`config.mk`:
```
export PLATFORM = sky130hd
export DESIGN_NAME = elem_remap_gen
export DESIGN_NICKNAME = d
export VERILOG_FILES = /design/src/rtl/elem_remap_gen.sv
export SDC_FILE = /design/constraint.sdc
export NUM_CORES = 1
export LEC_CHECK = 0
export BUFFER_PORTS_ARGS = -buffer_cell sky130_fd_sc_hd__buf_2
export CAP_MARGIN = 20
export CORE_MARGIN = 2
export CORE_UTILIZATION = 46
export CTS_BUF_LIST = sky130_fd_sc_hd__clkbuf_8
export DETAILED_ROUTE_END_ITERATION = 7
export PLACE_DENSITY = 0.67
export SYNTH_ARGS = -nofsm -noshare
export SYNTH_HDL_FRONTEND = slang
export SYNTH_SLANG_ARGS = --single-unit
export TNS_END_PERCENT = 1
```
`constraint.sdc`:
```
create_clock -name clk -period 4.3 [get_ports clk]
set_input_delay 0.215 -clock clk [delete_from_list [all_inputs] [get_ports clk]]
set_output_delay 0.215 -clock clk [all_outputs]
set_load 0.01 [all_outputs]
```
`src/rtl/elem_remap_gen.sv`:
```
module elem_remap_gen #(
  parameter int CW    = 4,
  parameter int OFS_W = 12,
  parameter int LEN_W = 16,
  localparam int LW    = CW + 1,
  localparam int IDX_W = 3 * CW
) (
  input  logic             clk,
  input  logic             rst_n,
  input  logic             start,
  input  logic             step,
  input  logic [LW-1:0]    lim_x,
  input  logic [LW-1:0]    lim_y,
  input  logic [LW-1:0]    lim_z,
  input  logic [5:0]       order,
  input  logic [OFS_W-1:0] offset,
  input  logic [2:0]       rev,
  input  logic [1:0]       apply_dim,
  input  logic [LEN_W-1:0] loop_len,
  output logic             busy,
  output logic             idx_valid,
  output logic             done,
  output logic [IDX_W-1:0] idx
);

  typedef enum logic [1:0] {S_IDLE, S_PRE, S_RUN} state_t;

  state_t           st;
  logic [LW-1:0]    lim_q  [4];
  logic [CW-1:0]    cnt    [4];
  logic [CW-1:0]    cnt_nx [4];
  logic [CW-1:0]    term   [3];
  logic [CW-1:0]    term_q [3];
  logic [5:0]       ord_q;
  logic [2:0]       rev_q;
  logic [1:0]       ap_q;
  logic [LW-1:0]    w1;
  logic [2*LW-1:0]  w2;
  logic [OFS_W-1:0] ofs_left;
  logic [LEN_W-1:0] rem;
  logic             v1, last1;

  function automatic logic [LW-1:0] clamp1(input logic [LW-1:0] l);
    return (l == '0) ? LW'(1) : l;
  endfunction

  assign busy = (st == S_PRE);

  always_comb begin : advance
    logic          carry;
    logic [1:0]    d;
    logic [LW-1:0] bump;
    cnt_nx = cnt;
    carry  = 1'b1;
    for (int i = 0; i < 3; i++) begin
      d    = ord_q[2*i +: 2];
      bump = {1'b0, cnt[d]} + LW'(1);
      if (carry && d != 2'd3) begin
        if (bump == lim_q[d]) cnt_nx[d] = '0;
        else begin
          cnt_nx[d] = bump[CW-1:0];
          carry     = 1'b0;
        end
      end
    end
  end

  always_comb begin
    for (int i = 0; i < 3; i++) begin
      if (2'(i) < ap_q)  term[i] = '0;
      else if (rev_q[i]) term[i] = lim_q[i][CW-1:0] - CW'(1) - cnt[i];
      else               term[i] = cnt[i];
    end
  end

  always_ff @(posedge clk or negedge rst_n) begin
    if (!rst_n) begin
      st        <= S_IDLE;
      ord_q     <= '0;
      rev_q     <= '0;
      ap_q      <= '0;
      w1        <= LW'(1);
      w2        <= (2*LW)'(1);
      ofs_left  <= '0;
      rem       <= '0;
      v1        <= 1'b0;
      last1     <= 1'b0;
      idx_valid <= 1'b0;
      done      <= 1'b0;
      idx       <= '0;
      for (int i = 0; i < 4; i++) begin
        lim_q[i] <= LW'(1);
        cnt[i]   <= '0;
      end
      for (int i = 0; i < 3; i++) term_q[i] <= '0;
    end else begin
      v1        <= 1'b0;
      last1     <= 1'b0;
      idx_valid <= v1;
      done      <= v1 & last1;
      if (v1)
        idx <= IDX_W'(term_q[0])
             + IDX_W'(term_q[1]) * IDX_W'(w1)
             + IDX_W'(term_q[2]) * IDX_W'(w2);
      if (start) begin
        lim_q[0]  <= clamp1(lim_x);
        lim_q[1]  <= clamp1(lim_y);
        lim_q[2]  <= clamp1(lim_z);
        lim_q[3]  <= LW'(1);
        w1        <= clamp1(lim_x);
        w2        <= (2*LW)'(clamp1(lim_x)) * (2*LW)'(clamp1(lim_y));
        ord_q     <= order;
        rev_q     <= rev;
        ap_q      <= apply_dim;
        ofs_left  <= offset;
        rem       <= loop_len;
        idx_valid <= 1'b0;
        done      <= 1'b0;
        for (int i = 0; i < 4; i++) cnt[i] <= '0;
        if (offset != '0)        st <= S_PRE;
        else if (loop_len != '0) st <= S_RUN;
        else                     st <= S_IDLE;
      end else begin
        case (st)
          S_PRE: begin
            cnt      <= cnt_nx;
            ofs_left <= ofs_left - OFS_W'(1);
            if (ofs_left == OFS_W'(1)) st <= (rem != '0) ? S_RUN : S_IDLE;
          end
          S_RUN: if (step) begin
            term_q <= term;
            v1     <= 1'b1;
            last1  <= (rem == LEN_W'(1));
            cnt    <= cnt_nx;
            rem    <= rem - LEN_W'(1);
            if (rem == LEN_W'(1)) st <= S_IDLE;
          end
          default: ;
        endcase
      end
    end
  end

endmodule

```
* Word level (Yosys, flattened, before mapping) *
Cells that the tools add are included.

word-level totals
  register bits = 110
  input bits = 58
  output and inout port bits = 15
  logic and storage cells = 160

cells by class
  add/subtract/negate cells = 13
  $mul = 3
  order comparisons = 9
  eq/ne operators = 13
  muxes and demuxes = 70
  bitwise gates (word level) = 11
  reduce and logical (&&, ||, !) cells = 19

operators by type and width
  cell                                                                     count
  16-bit 2-to-1 mux                                                        11
  4-bit 2-to-1 mux                                                         15
  16-bit bitwise AND                                                       3
  16-bit bitwise mux                                                       3
  16-bit inverter                                                          3
  5-bit 2-to-1 mux                                                         9
  16-bit case mux with 2 select lines                                      1
  16-bit nonzero test                                                      2
  5-bit binary-select mux with 2-bit select                                3
  4-bit binary-select mux with 2-bit select                                3
  4-bit demux with 2-bit select                                            3
  12-bit 2-to-1 mux                                                        2
  16-bit by 1-bit equality test with 1-bit output (second input constant)  1
  16-bit by 1-bit subtractor with 16-bit output (second input constant)    1
  4-bit by 1-bit adder with 5-bit output (second input constant)           3
  5-bit equality test                                                      3
  5-bit zero test                                                          3
  2-bit 2-to-1 mux                                                         7
  10-bit by 12-bit adder with 12-bit output                                1
  12-bit by 1-bit equality test with 1-bit output (second input constant)  1
  4-bit by 10-bit multiplier with 12-bit output                            1
  1-bit 2-to-1 mux                                                         12
  12-bit nonzero test                                                      1
  12-bit by 1-bit subtractor with 12-bit output (second input constant)    1
  other kinds (24)                                                         45

* Depth between registers and ports, before layout *
Gate-level depths: netlist of run 1.

  word-level depth = 18
  gate-level depth with buffers = 20
  mapped depth without buffers = 19

* Least setup slack after synthesis of run 1 *
Ideal clock, no wire load.

  path kind = register to register
  start point = register w1[0]
  end point = register idx[11]
  setup time = 69 ps
  arrival = 4,673 ps
  required time = 4,231 ps
  setup slack = -442 ps
  cell stages (with the launch flop) = 18
  buffers on the path = 0
  period minus slack after synthesis = 4,742 ps
  path through = dfstp_2 -> nand2_1 -> fa_1 -> fa_1 -> inv_1 -> fa_1 -> inv_1 -> fa_1 -> inv_1 -> ha_1 -> a21o_1 -> a21oi_1 -> o21ai_0 -> a21oi_1 -> o21ai_0 -> a211o_1 -> a2111o_1 -> nand3_1

between the ends
  word-level cells in the longest chain between the ends = 3

ends and longest elaborated chain
  item                                         RTL line  text
  start, declared                              37        logic [LW-1:0] w1;
  start signal, assigned                       110       w1 <= clamp1(lim_x);
  4-bit by 5-bit multiplier with 9-bit output  103       + IDX_W'(term_q[1]) * IDX_W'(w1)
  4-bit by 9-bit adder with 10-bit output      103
  10-bit by 12-bit adder with 12-bit output    104       + IDX_W'(term_q[2]) * IDX_W'(w2);
  end signal, assigned                         102       idx <= IDX_W'(term_q[0])
  end, declared                                23        output logic [IDX_W-1:0] idx

No other way between the ends.
A chain may end at the register's enable or synchronous reset.

* Worst setup path after layout of run 1 *
  start point = register term_q[7] in the netlist's numbering
  end point = register idx[11]

between the ends
  word-level cells in the longest chain between the ends = 3

ends and longest elaborated chain
  item                                         RTL line  text
  start, declared                              33        logic [CW-1:0] term_q [3];
  start signal, assigned                       131       term_q <= term;
  4-bit by 5-bit multiplier with 9-bit output  103
  4-bit by 9-bit adder with 10-bit output      103
  10-bit by 12-bit adder with 12-bit output    104

No other way between the ends.

==> results.sh, run 1 <==
export IMPL_wl_mm=21.4
export IMPL_finalHoldViolCount=0
export IMPL_drive_gt1_share_pct=20.2
export IMPL_fin_crit_ns=4.41
export IMPL_post_synth_top_count_cell="inv_1"
export IMPL_slew_headroom_pct=44.4
export IMPL_num_vias=7269
export IMPL_antenna_cells=0
export IMPL_synth_yosys_seq_area_share_pct=29.1
export IMPL_arrival_ns=4.74
export IMPL_grt_pass1_wl_mm=35.5
export IMPL_cts_buffer_depth=2
export IMPL_finalSetupTns_ns=-0.216
export IMPL_syn_inst=1004
export IMPL_drtPass1Iterations=5
export IMPL_dieArea_um2=21700
export IMPL_synth_fa_ha_area_share_pct=19.7
export IMPL_status="finished with violations"
export IMPL_start_kind="flop"
export IMPL_drv_cap=0
export IMPL_synth_fp_nets=1180
export IMPL_synth_compound_area_share_pct=11.7
export IMPL_die_w_um=147
export IMPL_synth_top_area_share_pct=28.0
export IMPL_grtUsageTotal_pct=20.5
export IMPL_tritoncts="built"
export IMPL_hpwl_mm=16.8
export IMPL_avgSynthCellArea_um2=9.43
export IMPL_fmax_mhz=227
export IMPL_dp_slack_ns=-0.199
export IMPL_nNetsFinal=1268
export IMPL_r2r_slack_ns=-0.11
export IMPL_tightestPinTransition_ns=0.830
export IMPL_skew_ns=0.0166
export IMPL_p_leak_uw=0.00487
export IMPL_ant_nets=0
export IMPL_cts_buffers=9
export IMPL_die_y_um=147
export IMPL_synth_simple_gate_area_share_pct=15.9
export IMPL_netlist_area_um2=9470
export IMPL_syn_to_final_growth_pct=11.9
export IMPL_grt_overflow=0
export IMPL_vias_per_cell=5.32
export IMPL_core_area_um2=20200
export IMPL_clock_latency_ns=0.40
export IMPL_synth_top_area_cell="dfrtp_1"
export IMPL_drc=0
export IMPL_synth_edf_count=0
export IMPL_first_iter_violations=446
export IMPL_fin_util_pct=52.3
export IMPL_cp_max_fo=4
export IMPL_ys_ff_latch=110
export IMPL_synthXorXnorAreaFrac_pct=6.19
export IMPL_grt_max_degree=77
export IMPL_synth_top_family_by_area="adder cells"
export IMPL_place_congestion=0.907
export IMPL_root_buffer="clkbuf_8"
export IMPL_crit_type="reg -> reg"
export IMPL_pin_count=73
export IMPL_yosys_warnings=0
export IMPL_pwr_density_cell_nw_per_um2=366
export IMPL_cts_clk_slew_worst_paths_ns=0.11
export IMPL_yosysUniqueCellTypes=62
export IMPL_rsz0062_at_grt="yes"
export IMPL_finalCritPeriodShare_pct=102
export IMPL_antenna_found_initial=0
export IMPL_wl_per_cell_um=15.7
export IMPL_port_buffers=72
export IMPL_synthTopCellsByArea="dfrtp_1, fa_1, ha_1, mux2_2, inv_1"
export IMPL_violations="negative setup slack"
export IMPL_cp_required_ns=4.64
export IMPL_setup_violations=3
export IMPL_grt_pass1_vias=7096
export IMPL_drv_slew=0
export IMPL_hp_class="in -> reg"
export IMPL_fin_ws_ns=-0.107
export IMPL_cts_sinks=110
export IMPL_ir_worst_vdd_v=0.000176
export IMPL_rows=52
export IMPL_synth_area_mux_share_pct=10.6
export IMPL_synth_async_sr_flop_share_pct=100
export IMPL_ys_flop_type="dfrtp_1"
export IMPL_critPathCaptureType="flop"
export IMPL_synth_commonest_cells="inv_1, dfrtp_1, nand2_1, ha_1, o21ai_0"
export IMPL_initial_core_util_pct=46.8
export IMPL_cts_max_level=3
## power by group
group	switching (uW)	internal [uW]
Sequential	181	1200
Combinational	943	885
Clock	370	303
## sequential cells by signal (all words and copies together), names as in the netlist
signal     count
ord_q          6
w1             5
lim_q         10
idx           12
cnt           16
w2            10
rev_q          3
v1             1
ofs_left      12
idx_valid      1
ap_q           2
last1          1
st             2
done           1
term_q        12
rem           16
## timing repair
item,4_1_cts,5_1_grt
endpoints found under the hold margin,10,0
setup buffers,5,2
pin swaps,13,6
gates cloned,0,0
setup endpoints to repair,3,5
hold buffers,1,0
gates resized for setup,8,4
## through the flow
stage | cell area [um^2] | hold slack (ns) | instances | power (uW)
2_1_floorplan | 9490 | -0.0806 | 1004 | 2650
3_5_place_dp | 10300 | 0.417 | 1342 | 3170
3_3_place_gp | 10300 | 0.415 | 1342 | 3130
6_report | 10600 | 0.0176 | 1367 | 3880
4_1_cts | 10500 | 0.00585 | 1364 | 3890
5_1_grt | 10600 | 0.00779 | 1367 | 4240
## cell families after synthesis
family / after synthesis
XOR/XNOR: 66
buffers and inverters: 161
flip-flops: 110
AND/OR/NAND/NOR: 298
AO/OA/AOI/OAI: 171
multiplexers: 79
adder cells (fa/ha/maj): 119
## placed cells by master, fill, tap and decap left out, drive strengths merged, types with 15 or more instances in the layout
cell and n:
nor4 16, dfrtp 106, o21ai 65, nand2 103
xor2 20, mux2 47, a21oi 29, mux2i 20
o211ai 15, buf 117, and2 51, ha 68
nand3 16, inv 122, xnor2 46, fa 50
nor2b 17, nor2 44
## routing by layer
layer  up-vias  global-route usage, %  routed length (um)
met5         -                      0                   0
met4         0                   4.95                 384
met3        31                   3.98                1040
met2       181                   33.3                9810
met1      3482                   28.4               10200
li1       3575                      -                   -
## layout make-up
type,count,area (um^2)
inverter,120,450
timing repair buffer,118,733
multi-input combinational,733,6100
clock inverter,5,58.8
clock buffer,11,151
fill,1837,9650
tap,270,338
sequential,110,2760
## worst max-delay path: stages, from the launching register on
cell and delay, ns:
dfrtp_1 0.43, buf_4 0.15, and2_1 0.15, fa_1 0.51, fa_1 0.54, fa_1 0.55
inv_1 0.05, fa_1 0.52, inv_1 0.04, ha_1 0.32, inv_1 0.09, o21ai_2 0.07
a21oi_2 0.16, o21ai_2 0.07, a211o_1 0.27, a2111o_1 0.36, nand3_1 0.07
## path summary, 6_finish.rpt
| path | startpoint | to | cells past startpoint |
|---|---|---|---|
| setup / recovery | term_q[7]$_DFFE_PN0P_ | idx[11]$_DFFE_PN0P_ | 16 |
| hold / removal | offset[6] | ofs_left[6]$_DFFE_PN0P_ | 3 |
| setup reg to reg | term_q[7]$_DFFE_PN0P_ | idx[11]$_DFFE_PN0P_ | 16 |
| hold reg to reg | idx[8]$_DFFE_PN0P_ | idx[8]$_DFFE_PN0P_ | 1 |
| max in group asynchronous | rst_n | ord_q[0]$_DFFE_PN0P_ | 3 |
| min in group asynchronous | rst_n | w2[2]$_DFFE_PN0P_ | 2 |
No activity file was read; power rests on OpenSTA's default activity.
==> run 2, diff against run 1 <==
Settings changed: MAX_ROUTING_LAYER set to met4.
==> results.sh, run 2 (synthesis gave the netlist of run 1 again) <==
export IMPL_p_leak_uw=0.00487
export IMPL_most_common_layout_cells="inv_1, dfrtp_1, nand2_1"
export IMPL_vias_per_cell=5.30
export IMPL_wl_per_cell_um=15.7
export IMPL_fin_util_pct=52.3
export IMPL_crit_type="reg -> reg"
export IMPL_cp_required_ns=4.64
export IMPL_r2r_end="idx[11]$_DFFE_PN0P_"
export IMPL_antenna_found_initial=0
export IMPL_finalCritPeriodShare_pct=103
export IMPL_violations="negative setup slack"
export IMPL_ant_nets=0
export IMPL_rr_worst_depth=16
export IMPL_crit_top_cell="fa_1"
export IMPL_core_area_um2=20200
export IMPL_whs_ns=0.0173
export IMPL_grt_max_degree=77
export IMPL_num_vias=7251
export IMPL_fill_cells=1837
export IMPL_reg_largest_list="cnt x16, rem x16"
export IMPL_fin_ws_ns=-0.111
export IMPL_rows=52
export IMPL_grt_overflow=0
export IMPL_cts_buffers=9
export IMPL_pin_count=73
export IMPL_ir_worst_vdd_v=0.000176
export IMPL_critPathCaptureType="flop"
export IMPL_start_kind="flop"
export IMPL_cts_sinks=110
export IMPL_place_congestion=0.923
export IMPL_slew_headroom_pct=44.5
export IMPL_critPathLaunch="term_q[7]$_DFFE_PN0P_"
export IMPL_r2r_slack_ns=-0.11
export IMPL_tightestPinTransition_ns=0.830
export IMPL_wl_mm=21.5
export IMPL_cp_max_fo=4
export IMPL_drc=0
export IMPL_clock_latency_ns=0.40
export IMPL_grt_pass1_vias=7086
export IMPL_cp_slowest_cell="fa_1"
export IMPL_syn_to_final_growth_pct=11.9
export IMPL_finalHoldViolCount=0
export IMPL_fin_crit_ns=4.41
export IMPL_path_cells="buf_4 -> and2_1 -> fa_1 -> fa_1 -> fa_1 -> inv_1 -> fa_1 -> inv_1 -> ha_1 -> inv_1 -> o21ai_2 -> a21oi_2 -> o21ai_2 -> a211o_1 -> a2111o_1 -> nand3_1"
export IMPL_rsz0062_at_grt="yes"
export IMPL_port_buffers=72
export IMPL_min_to="ofs_left[6]$_DFFE_PN0P_"
export IMPL_critical_path_max_stage_delay_ns=0.55
export IMPL_hpwl_mm=16.8
export IMPL_drv_cap=0
export IMPL_skew_ns=0.0154
export IMPL_finalSetupTns_ns=-0.223
export IMPL_pwr_density_cell_nw_per_um2=366
export IMPL_arrival_ns=4.75
export IMPL_dieArea_um2=21700
export IMPL_grt_pass1_wl_mm=35.5
export IMPL_fmax_mhz=227
export IMPL_drtPass1Iterations=4
export IMPL_nNetsFinal=1268
export IMPL_setup_violations=3
export IMPL_cts_buffer_depth=2
export IMPL_hp_start="offset[6]"
export IMPL_cts_clk_slew_worst_paths_ns=0.11
export IMPL_tritoncts="built"
export IMPL_root_buffer="clkbuf_8"
export IMPL_hp_class="in -> reg"
export IMPL_drv_slew=0
export IMPL_initial_core_util_pct=46.8
export IMPL_cts_max_level=3
export IMPL_first_iter_violations=393
export IMPL_hold_path_depth=3
export IMPL_status="finished with violations"
export IMPL_layout_commonest_cell="inv_1"
export IMPL_antenna_cells=0
export IMPL_die_w_um=147
export IMPL_drive_gt1_share_pct=20.2
export IMPL_timing_rr_start="term_q[7]$_DFFE_PN0P_"
export IMPL_die_y_um=147
export IMPL_grtUsageTotal_pct=21.1
run 2: cell counts in the layout (fill, tap and decap cells not counted):
Identical to the previous run, type by type.
run 2: through the flow:
stage | worst slack, ns | total power (uW) | instances | area (um^2)
global route | -0.295 | 4240 | 1367 | 10600
detailed placement | -0.199 | 3170 | 1342 | 10300
finish | -0.111 | 3880 | 1367 | 10600
CTS | -0.142 | 3890 | 1364 | 10500
global placement | -0.125 | 3130 | 1342 | 10300
floorplan | -0.0855 | 2650 | 1004 | 9490
run 2: routing by layer:
| layer | up-vias | wire, um | GRT usage [%] |
|---|---|---|---|
| met5 | - | 0 | - |
| met4 | 0 | 285 | 4.66 |
| met3 | 22 | 1090 | 4.10 |
| met2 | 189 | 9880 | 33.2 |
| met1 | 3463 | 10200 | 28.6 |
| li1 | 3577 | - | - |
run 2: critical path: cells and delay by family, from the launching register on:
family	cells	cell delay [ns]
adders and majority gates	5	2.44
AOI/OAI and AO/OA	5	0.93
DFF	1	0.43
buffers and inverters	4	0.33
and+or+nand+nor	2	0.22
run 2: worst max-delay path by stage:
stage | cells after the start | slack (ns) | endpoint
detailed placement | 16 | -0.20 | idx[10]$_DFFE_PN0P_
CTS | 17 | -0.14 | idx[11]$_DFFE_PN0P_
floorplan | 17 | -0.09 | idx[11]$_DFFE_PN0P_
global route | 17 | -0.29 | idx[11]$_DFFE_PN0P_
global placement | 16 | -0.13 | idx[10]$_DFFE_PN0P_
finish | 16 | -0.11 | idx[11]$_DFFE_PN0P_
run 2: cell type report:
type	count	area (um^2)	area share [%]
sequential	110	2760	26.1
inverter	120	450	4.25
clock buffer	11	151	1.43
timing repair buffer	118	733	6.93
tap	270	338	3.19
clock inverter	5	58.8	0.555
multi-input combinational	733	6100	57.6
run 2: report_power, final:
group | internal, uW | switching [uW] | total (uW)
combinational | 885 | 944 | 1830
clock | 302 | 370 | 672
sequential | 1200 | 180 | 1380
total | 2380 | 1490 | 3880
run 2: what timing repair did:
item                                    CTS  global route
endpoints found under the hold margin    10             0
hold buffers                              1             0
pin swaps                                13             6
endpoints found under the setup margin    3             5
buffers inserted                          5             2
gates resized for setup                   8             4
